<file path="src/rtl/dma_xfer_pkg.sv">
package dma_xfer_pkg;
    typedef enum logic [1:0] {
        ST_IDLE = 2'd0,
        ST_ADDR = 2'd1,
        ST_DATA = 2'd2
    } xfer_state_e;

    localparam logic [1:0] TRANS_IDLE   = 2'b00;
    localparam logic [1:0] TRANS_NONSEQ = 2'b10;

    localparam logic [1:0] RESP_OKAY  = 2'b00;
    localparam logic [1:0] RESP_ERROR = 2'b01;
    localparam logic [1:0] RESP_RETRY = 2'b10;
    localparam logic [1:0] RESP_SPLIT = 2'b11;
endpackage

</file>
<file path="src/rtl/dma_xfer_align.sv">
module dma_xfer_align #(
    parameter int OFS_W = 2
) (
    input  logic [OFS_W-1:0] offset,
    input  logic [1:0]       size,
    output logic             ok
);
    localparam int MAX_SIZE = OFS_W;

    logic [OFS_W-1:0] mask;

    always_comb begin
        mask = '0;
        for (int i = 0; i < OFS_W; i++) begin
            if (i < int'(size)) mask[i] = 1'b1;
        end
        ok = (int'(size) <= MAX_SIZE) && ((offset & mask) == '0);
    end
endmodule

</file>
<file path="src/rtl/dma_xfer_lanes.sv">
module dma_xfer_lanes #(
    parameter int DATA_W = 32
) (
    input  logic [1:0]              size,
    input  logic [$clog2(DATA_W/8)-1:0] offset,
    input  logic [DATA_W-1:0]       wdata_in,
    input  logic [DATA_W-1:0]       rdata_bus,
    output logic [DATA_W-1:0]       wdata_bus,
    output logic [DATA_W-1:0]       rdata_out
);
    localparam int LANES = DATA_W / 8;
    localparam int OFS_W = $clog2(LANES);

    logic [OFS_W:0]     nbytes;
    logic [DATA_W-1:0]  shifted;
    logic [DATA_W-1:0]  keep;

    assign nbytes = (OFS_W + 1)'(1) << size;

    for (genvar k = 0; k < LANES; k++) begin : g_lane
        logic [OFS_W:0] src;
        assign src = (OFS_W + 1)'(k) & (nbytes - 1'b1);
        assign wdata_bus[8*k +: 8] = wdata_in[8*src[OFS_W-1:0] +: 8];
    end

    always_comb begin
        shifted = rdata_bus >> (8 * int'(offset));
        keep    = '0;
        for (int b = 0; b < LANES; b++) begin
            if (b < int'(nbytes)) keep[8*b +: 8] = 8'hFF;
        end
        rdata_out = shifted & keep;
    end
endmodule

</file>
<file path="src/rtl/dma_bus_xfer.sv">
module dma_bus_xfer
    import dma_xfer_pkg::*;
#(
    parameter int ADDR_W = 32,
    parameter int DATA_W = 32,
    parameter int PROT_W = 4
) (
    input  logic              clk,
    input  logic              rst_n,
    input  logic              cmd_valid,
    output logic              cmd_ready,
    input  logic [ADDR_W-1:0] cmd_addr,
    input  logic [1:0]        cmd_size,
    input  logic              cmd_write,
    input  logic [DATA_W-1:0] cmd_wdata,
    input  logic              cmd_lock,
    input  logic [PROT_W-1:0] cmd_prot,
    output logic              rsp_valid,
    output logic              rsp_err,
    output logic [DATA_W-1:0] rsp_rdata,
    output logic [ADDR_W-1:0] bus_addr,
    output logic [1:0]        bus_trans,
    output logic              bus_write,
    output logic [2:0]        bus_size,
    output logic [PROT_W-1:0] bus_prot,
    output logic              bus_lock,
    output logic [DATA_W-1:0] bus_wdata,
    input  logic [DATA_W-1:0] bus_rdata,
    input  logic              bus_ready,
    input  logic [1:0]        bus_resp
);
    localparam int OFS_W = $clog2(DATA_W / 8);

    typedef struct packed {
        xfer_state_e        st;
        logic [ADDR_W-1:0]  addr;
        logic [1:0]         size;
        logic               write;
        logic [DATA_W-1:0]  wdata;
        logic               lock;
        logic [PROT_W-1:0]  prot;
        logic               rsp_v;
        logic               rsp_e;
        logic [DATA_W-1:0]  rdata;
    } regs_t;

    regs_t r_d, r_q;
    logic  cmd_ok;
    logic [DATA_W-1:0] rd_aligned;

    dma_xfer_align #(.OFS_W(OFS_W)) i_align (
        .offset (cmd_addr[OFS_W-1:0]),
        .size   (cmd_size),
        .ok     (cmd_ok)
    );

    dma_xfer_lanes #(.DATA_W(DATA_W)) i_lanes (
        .size      (r_q.size),
        .offset    (r_q.addr[OFS_W-1:0]),
        .wdata_in  (r_q.wdata),
        .rdata_bus (bus_rdata),
        .wdata_bus (bus_wdata),
        .rdata_out (rd_aligned)
    );

    always_comb begin
        r_d       = r_q;
        r_d.rsp_v = 1'b0;
        r_d.rsp_e = 1'b0;
        unique case (r_q.st)
            ST_IDLE: begin
                if (cmd_valid) begin
                    if (!cmd_ok) begin
                        r_d.rsp_v = 1'b1;
                        r_d.rsp_e = 1'b1;
                        r_d.rdata = '0;
                    end else begin
                        r_d.st    = ST_ADDR;
                        r_d.addr  = cmd_addr;
                        r_d.size  = cmd_size;
                        r_d.write = cmd_write;
                        r_d.wdata = cmd_wdata;
                        r_d.lock  = cmd_lock;
                        r_d.prot  = cmd_prot;
                    end
                end
            end
            ST_ADDR: begin
                if (bus_ready) r_d.st = ST_DATA;
            end
            ST_DATA: begin
                if (bus_ready) begin
                    unique case (bus_resp)
                        RESP_OKAY: begin
                            r_d.st    = ST_IDLE;
                            r_d.rsp_v = 1'b1;
                            r_d.rdata = r_q.write ? '0 : rd_aligned;
                        end
                        RESP_ERROR: begin
                            r_d.st    = ST_IDLE;
                            r_d.rsp_v = 1'b1;
                            r_d.rsp_e = 1'b1;
                            r_d.rdata = '0;
                        end
                        default: r_d.st = ST_ADDR;
                    endcase
                end
            end
            default: r_d.st = ST_IDLE;
        endcase
    end

    always_ff @(posedge clk or negedge rst_n) begin
        if (!rst_n) begin
            r_q <= '{st: ST_IDLE, default: '0};
        end else begin
            r_q <= r_d;
        end
    end

    assign cmd_ready = (r_q.st == ST_IDLE);
    assign rsp_valid = r_q.rsp_v;
    assign rsp_err   = r_q.rsp_e;
    assign rsp_rdata = r_q.rdata;
    assign bus_addr  = r_q.addr;
    assign bus_trans = (r_q.st == ST_ADDR) ? TRANS_NONSEQ : TRANS_IDLE;
    assign bus_write = r_q.write;
    assign bus_size  = {1'b0, r_q.size};
    assign bus_prot  = r_q.prot;
    assign bus_lock  = r_q.lock && (r_q.st != ST_IDLE);

    AST_RESET_IDLE: assert property (@(posedge clk)
        !rst_n |-> (bus_trans == TRANS_IDLE && !bus_lock && !rsp_valid))
        else $error("bus active during reset");

    AST_ONE_OUTSTANDING: assert property (@(posedge clk) disable iff (!rst_n)
        (bus_trans == TRANS_NONSEQ) |-> !cmd_ready)
        else $error("new command accepted while busy");

    AST_HOLD_ON_WAIT: assert property (@(posedge clk) disable iff (!rst_n)
        (bus_trans == TRANS_NONSEQ && !bus_ready) |=>
        (bus_trans == TRANS_NONSEQ && $stable(bus_addr) && $stable(bus_size)))
        else $error("address phase changed under wait");

    AST_REISSUE_SAME: assert property (@(posedge clk) disable iff (!rst_n)
        (r_q.st == ST_DATA && bus_ready &&
         (bus_resp == RESP_RETRY || bus_resp == RESP_SPLIT)) |=>
        (bus_trans == TRANS_NONSEQ && $stable(bus_addr) && $stable(bus_size) &&
         $stable(bus_write) && $stable(bus_prot) && !rsp_valid))
        else $error("retry did not reissue same transfer");

    AST_ERROR_REPORTED: assert property (@(posedge clk) disable iff (!rst_n)
        (r_q.st == ST_DATA && bus_ready && bus_resp == RESP_ERROR) |=>
        (rsp_valid && rsp_err && bus_trans == TRANS_IDLE))
        else $error("error response not reported");

    AST_BUS_ALIGNED: assert property (@(posedge clk) disable iff (!rst_n)
        (bus_trans == TRANS_NONSEQ) |->
        (bus_size <= 3'd2 &&
         (bus_size == 3'd0 || (bus_size == 3'd1 && !bus_addr[0]) ||
          (bus_size == 3'd2 && bus_addr[1:0] == 2'b00))))
        else $error("misaligned transfer on bus");

    AST_LOCK_HELD: assert property (@(posedge clk) disable iff (!rst_n)
        (bus_trans == TRANS_NONSEQ && bus_lock && bus_ready) |=> bus_lock)
        else $error("lock dropped before data phase");
endmodule

</file>
<file path="config.mk">
export PLATFORM = sky130hd
export DESIGN_NAME = dma_bus_xfer
export DESIGN_NICKNAME = d
export VERILOG_FILES = /design/src/rtl/dma_xfer_pkg.sv /design/src/rtl/dma_xfer_align.sv /design/src/rtl/dma_xfer_lanes.sv /design/src/rtl/dma_bus_xfer.sv
export SDC_FILE = /design/constraint.sdc
export NUM_CORES = 1
export LEC_CHECK = 0
export BUFFER_PORTS_ARGS = -buffer_cell sky130_fd_sc_hd__buf_4
export CAP_MARGIN = 10
export CORE_ASPECT_RATIO = 1.2
export CORE_UTILIZATION = 50
export CTS_CLUSTER_SIZE = 12
export DETAILED_ROUTE_END_ITERATION = 7
export HOLD_SLACK_MARGIN = 0.08
export PLACE_DENSITY_LB_ADDON = 0.2
export SYNTH_ARGS = -nofsm -noshare
export SYNTH_HDL_FRONTEND = slang
export SYNTH_SLANG_ARGS = --single-unit
</file>
<file path="constraint.sdc">
create_clock -name clk -period 2.1 [get_ports clk]
set_input_delay 0 -clock clk [delete_from_list [all_inputs] [get_ports clk]]
set_output_delay 0 -clock clk [all_outputs]
set_load 0.02 [all_outputs]
</file>
After elaboration in Yosys (flattened, before gate mapping). Index checks and enable logic that the tools add are counted.

Logic and storage cells: 65. Input port bits: 110. Bits in registers: 108.

Order comparisons: 7. Reductions and logical operators: 11. Multiplexer cells: 20. Shift-type cells: 5. Equal/unequal tests: 9. Add/sub/neg operators: 1. Bitwise gates (word level): 2.

Operators by type and width (count): two-way mux 108 bit (1); two-way mux 74 bit (1); two-way mux 34 bit (2); case mux 34 bit (2 select lines) (1); case mux 32 bit (2 select lines) (1); variable part select 32 x 6 -> 8 bit (2); AND 32 bit (1); two-way mux 32 bit (1); two-way mux 8 bit (4); variable part select 32 x 5 -> 8 bit (1); >> shifter 32 x 5 -> 32 bit (1); != test 2 bit, second input constant (4); logical NOT 2 bit (3); < comparator 1 x 3 -> 1 bit, first input constant (2); < comparator 2 x 3 -> 1 bit, first input constant (2); two-way mux 2 bit (3); case mux 2 bit (3 select lines) (1); two-way mux 1 bit (5); AND reduction 5 bit (1); == test 2 x 1 -> 1 bit, second input constant (2); < comparator 1 x 2 -> 1 bit, first input constant (2); AND reduction 4 bit (1); nonzero test 2 bit (2); != test 3 x 1 -> 1 bit, second input constant (1); 9 further kinds (10).

Longest topological paths before layout.
Depth in word-level cells: 8. Gate-level depth with buffers: 7.

By module. A second synthesis with hierarchy kept.

Cells, all modules: 506. Area, all modules: 6237.2 µm².

By module, submodules not included: dma_bus_xfer (cells each 358, area an instance 4989.8 µm², seq. area each 2702.6 µm², instances 1); dma_xfer_lanes (cells each 146, area an instance 1233.7 µm², seq. area each 0.0 µm², instances 1); dma_xfer_align (cells each 2, area an instance 13.8 µm², seq. area each 0.0 µm², instances 1).

Worst setup path before layout. No wires, ideal clock.

Path type: register to register. Start point: register r_q[106] (netlist bit). End point: register r_q, in the netlist bus_addr[0]. Clock period less this slack: 1.893 ns. Setup time: 0.125 ns. Required time: 1.975 ns. Stages on the path, launching flop included: 7. Data arrival time: 1.768 ns. Slack: 0.207 ns. Cell sequence: dfrtp_1 -> buf_2 -> nor2_1 -> and3_1 -> buf_2 -> buf_2 -> mux2_2.

Longest elaborated chain between the ends: 2.

Ends and longest elaborated chain: start: declaration (line dma_bus_xfer.sv:47) `regs_t r_d, r_q;`; start signal: assignment (line dma_bus_xfer.sv:117) `r_q <= r_d;`; logical NOT 2 bit; named net cmd_ready (line dma_bus_xfer.sv:11) `output logic cmd_ready,`; AND reduction 3 bit (no line).

The timed path passes the listed nets, and every way through them passes these cells. A chain may end at the register's enable or synchronous reset.

Final worst setup path.
Start point: register r_q, in the netlist bus_size[0]. End point: output port bus_wdata[29].

Longest elaborated chain between the ends: 3.

Ends and longest elaborated chain: << shifter 1 x 2 -> 3 bit (line dma_xfer_lanes.sv:18) `assign nbytes = (OFS_W + 1)'(1) << size;`; subtractor 2 x 1 -> 2 bit; variable part select 32 x 6 -> 8 bit (line dma_xfer_lanes.sv:23) `assign wdata_bus[8*k +: 8] = wdata_in[8*src[OFS_W-1:0] +: 8];`; end: declaration (line dma_bus_xfer.sv:27) `output logic [DATA_W-1:0] bus_wdata,`.

No other way between the ends.

==> results.json <==
{
  "post_drt_wl_per_cell_um": 17.6,
  "endpoint_kind": "output port",
  "yosysSeqAreaShare_pct": 46.7,
  "synth_top_area_share_pct": 46.7,
  "drv_slew": 0,
  "fmax_mhz": 494,
  "grt_start_max_net_pins": 50,
  "rows": 42,
  "clock-sinks": 108,
  "hpwl_um": 10300,
  "min_path_type": "in2reg",
  "stdcell_area_um2": 8210,
  "synth_area_per_cell_um2": 12.0,
  "fp.dieH_um": 120,
  "setup_ws_ns": 0.0741,
  "cp.required_ns": 2.10,
  "coreArea_um2": 11100,
  "viasPerCell": 5.04,
  "die_area_um2": 12000,
  "synth_top_cell_by_area": "dfrtp_1",
  "root_buffer": "clkbuf_16",
  "drive_above_1_share_pct": 51.3,
  "yosys-top-cells-area": "dfrtp_1 (47%), mux2_2 (19%), buf_4 (10%)",
  "gp_congestion": 0.792,
  "ys_seq_elements": 108,
  "holdWs_ns": 0.0952,
  "worst_pin_slew_ns": 0.556,
  "postSynthCellCount": 483,
  "layout.nets": 817,
  "tns_ns": 0,
  "grt_overflow_total": 0,
  "clk_path_buf_depth": 2,
  "cts_tree": "yes",
  "die_w_um": 100,
  "antenna_found_initial": 0,
  "setup_viol": 0,
  "min_path_cells": 4,
  "crit_type": "reg2out",
  "status": "finished, final reports clean",
  "grt_pass1_wl_um": 24000,
  "synthArstFlopShare_pct": 100,
  "dp.cells": 764,
  "first_global_vias": 4774,
  "fin_util_pct": 73.7,
  "ir_worst_vdd_mv": 1.15,
  "io_pins": 220,
  "power.leakage_nw": 3.83,
  "hold_violations": 0,
  "area_growth_pct": 41.8,
  "wl_um": 15100,
  "pre_cts_slack_ns": 0.0868,
  "synth_cell_types": 39,
  "worstRegToRegCells": 6,
  "start_kind": "flip-flop",
  "cellPowerDensity_nw_per_um2": 1400,
  "maxSlewHeadroom_pct": 62.9,
  "diodes": 0,
  "htreeDepth": 3,
  "route.detailed.drc": 0,
  "critPathArrivalTime_ns": 2.03,
  "ys.flop_type": "dfrtp_1",
  "synthesis.area_um2": 5790,
  "via_count": 4343,
  "grt_util_all_layers_pct": 25.9,
  "final-instance-count-excl-fill": 861,
  "cts.clk_slew.worst_paths_ns": 0.07,
  "clk_latency_ns": 0.34,
  "fin_crit_sh_pct": 96.5,
  "clock_skew_ns": 0.0115,
  "io_buffers": 217,
  "postPlaceCellArea_um2": 7050,
  "synth_edf_count": 0,
  "postRouteAntennaNets": 0,
  "cp_max_fo": 12,
  "cts_buffers": 9,
  "period_needed_ns": 2.03,
  "dr.pass1.iters": 5,
  "start_util_pct": 52.0,
  "nFillCells": 769,
  "maxCapViolations": 0,
  "yosysWarningCount": 0,
  "total_power_mw": 11.5,
  "first_iter_violations": 110
}
## cells in the mapped netlist (all sizes together), types with 2 or more instances
library cell	number
dfrtp	108
buf	101
mux2	98
nand2	41
mux2i	30
inv	17
a211oi	16
nor2b	13
nor2	11
mux4	8
o2bb2ai	7
clkbuf	4
ha	4
nand2b	3
a21oi	2
nor4	2
o21a	2
or2	2
## where the power goes
part	switching (mW)	internal (mW)
logic	3.26	3.12
clock network	0.728	0.950
registers	0.611	2.84
## kinds of logic (layout without fill, tap and decap cells)
logic type	after synthesis	after routing	share of synthesized area, %
and+or+nand+nor	78	78	6.74
DFF	108	108	46.7
muxes	136	136	27.4
AOI/OAI and AO/OA	32	32	4.26
xor gates and xnor gates	2	2	0.303
other	1	2	0.0648
adders and majority gates	4	4	0.864
buffers and inverters	122	345	13.7
## worst paths after layout
check / startpoint / slack (ns) / to
max in group asynchronous: rst_n / 1.21 / rsp_rdata[21]$_DFFE_PN0P_
min in group asynchronous: rst_n / 0.16 / rsp_rdata[11]$_DFFE_PN0P_
min reg2reg: bus_addr[6]$_DFFE_PN0P_ / 0.51 / bus_addr[6]$_DFFE_PN0P_
max: bus_size[0]$_DFFE_PN0P_ / 0.07 / bus_wdata[29]
max reg2reg: bus_size[0]$_DFFE_PN0P_ / 0.12 / rsp_rdata[22]$_DFFE_PN0P_
min: bus_rdata[18] / 0.1 / rsp_rdata[18]$_DFFE_PN0P_
## routing by layer
| layer | wire, µm | GRT usage [%] | vias to the layer above |
|---|---|---|---|
| met2 | 8030 | 46.8 | 173 |
| met4 | 463 | 10.8 | 0 |
| met3 | 945 | 6.17 | 31 |
| li1 | - | - | 2015 |
| met1 | 5690 | 28.9 | 2124 |
| met5 | 0 | 0 | - |
## flip-flops by register name, summed over array words and instances (netlist names)
signal and count:
rsp_rdata 32, r_q 35, bus_prot 4, rsp_err 1, bus_size 2, bus_write 1, bus_addr 32, rsp_valid 1
## what timing repair did
item / CTS / global route
hold endpoints to repair: 170 / 0
setup endpoints to repair: 8 / 22
hold buffers: 82 / 0
setup buffers: 0 / 0
gates resized for setup: 2 / 7
## layout make-up
| class | count | area [µm²] | share of cell area (%) |
|---|---|---|---|
| Sequential cell | 108 | 2700 | 32.9 |
| Timing Repair Buffer | 313 | 2610 | 31.8 |
| Multi-Input combinational cell | 254 | 2350 | 28.6 |
| Clock buffer | 11 | 243 | 2.96 |
| Tap cell | 154 | 193 | 2.35 |
| Inverter | 17 | 63.8 | 0.777 |
| Clock inverter | 4 | 50.0 | 0.609 |
## worst max-delay path, cell delays in order (launching register included)
cell and delay, ns:
dfrtp_1 0.43, inv_1 0.14, ha_4 0.20, buf_8 0.18, mux4_2 0.55, buf_4 0.18
## placed cells by master, fill, tap and decap left out, types with 2 or more instances in the layout
master	n
nand2b_1	3
o2bb2ai_1	7
o21a_1	2
nor2_1	11
clkbuf_16	9
conb_1	2
nor2b_1	13
mux4_2	8
buf_4	226
dfrtp_1	108
buf_12	4
nand2_1	40
mux2_2	98
a211oi_1	16
dlygate4sd3_1	82
ha_1	2
clkinvlp_4	2
inv_1	17
mux2i_1	30
(Power assumes the default switching activity.)
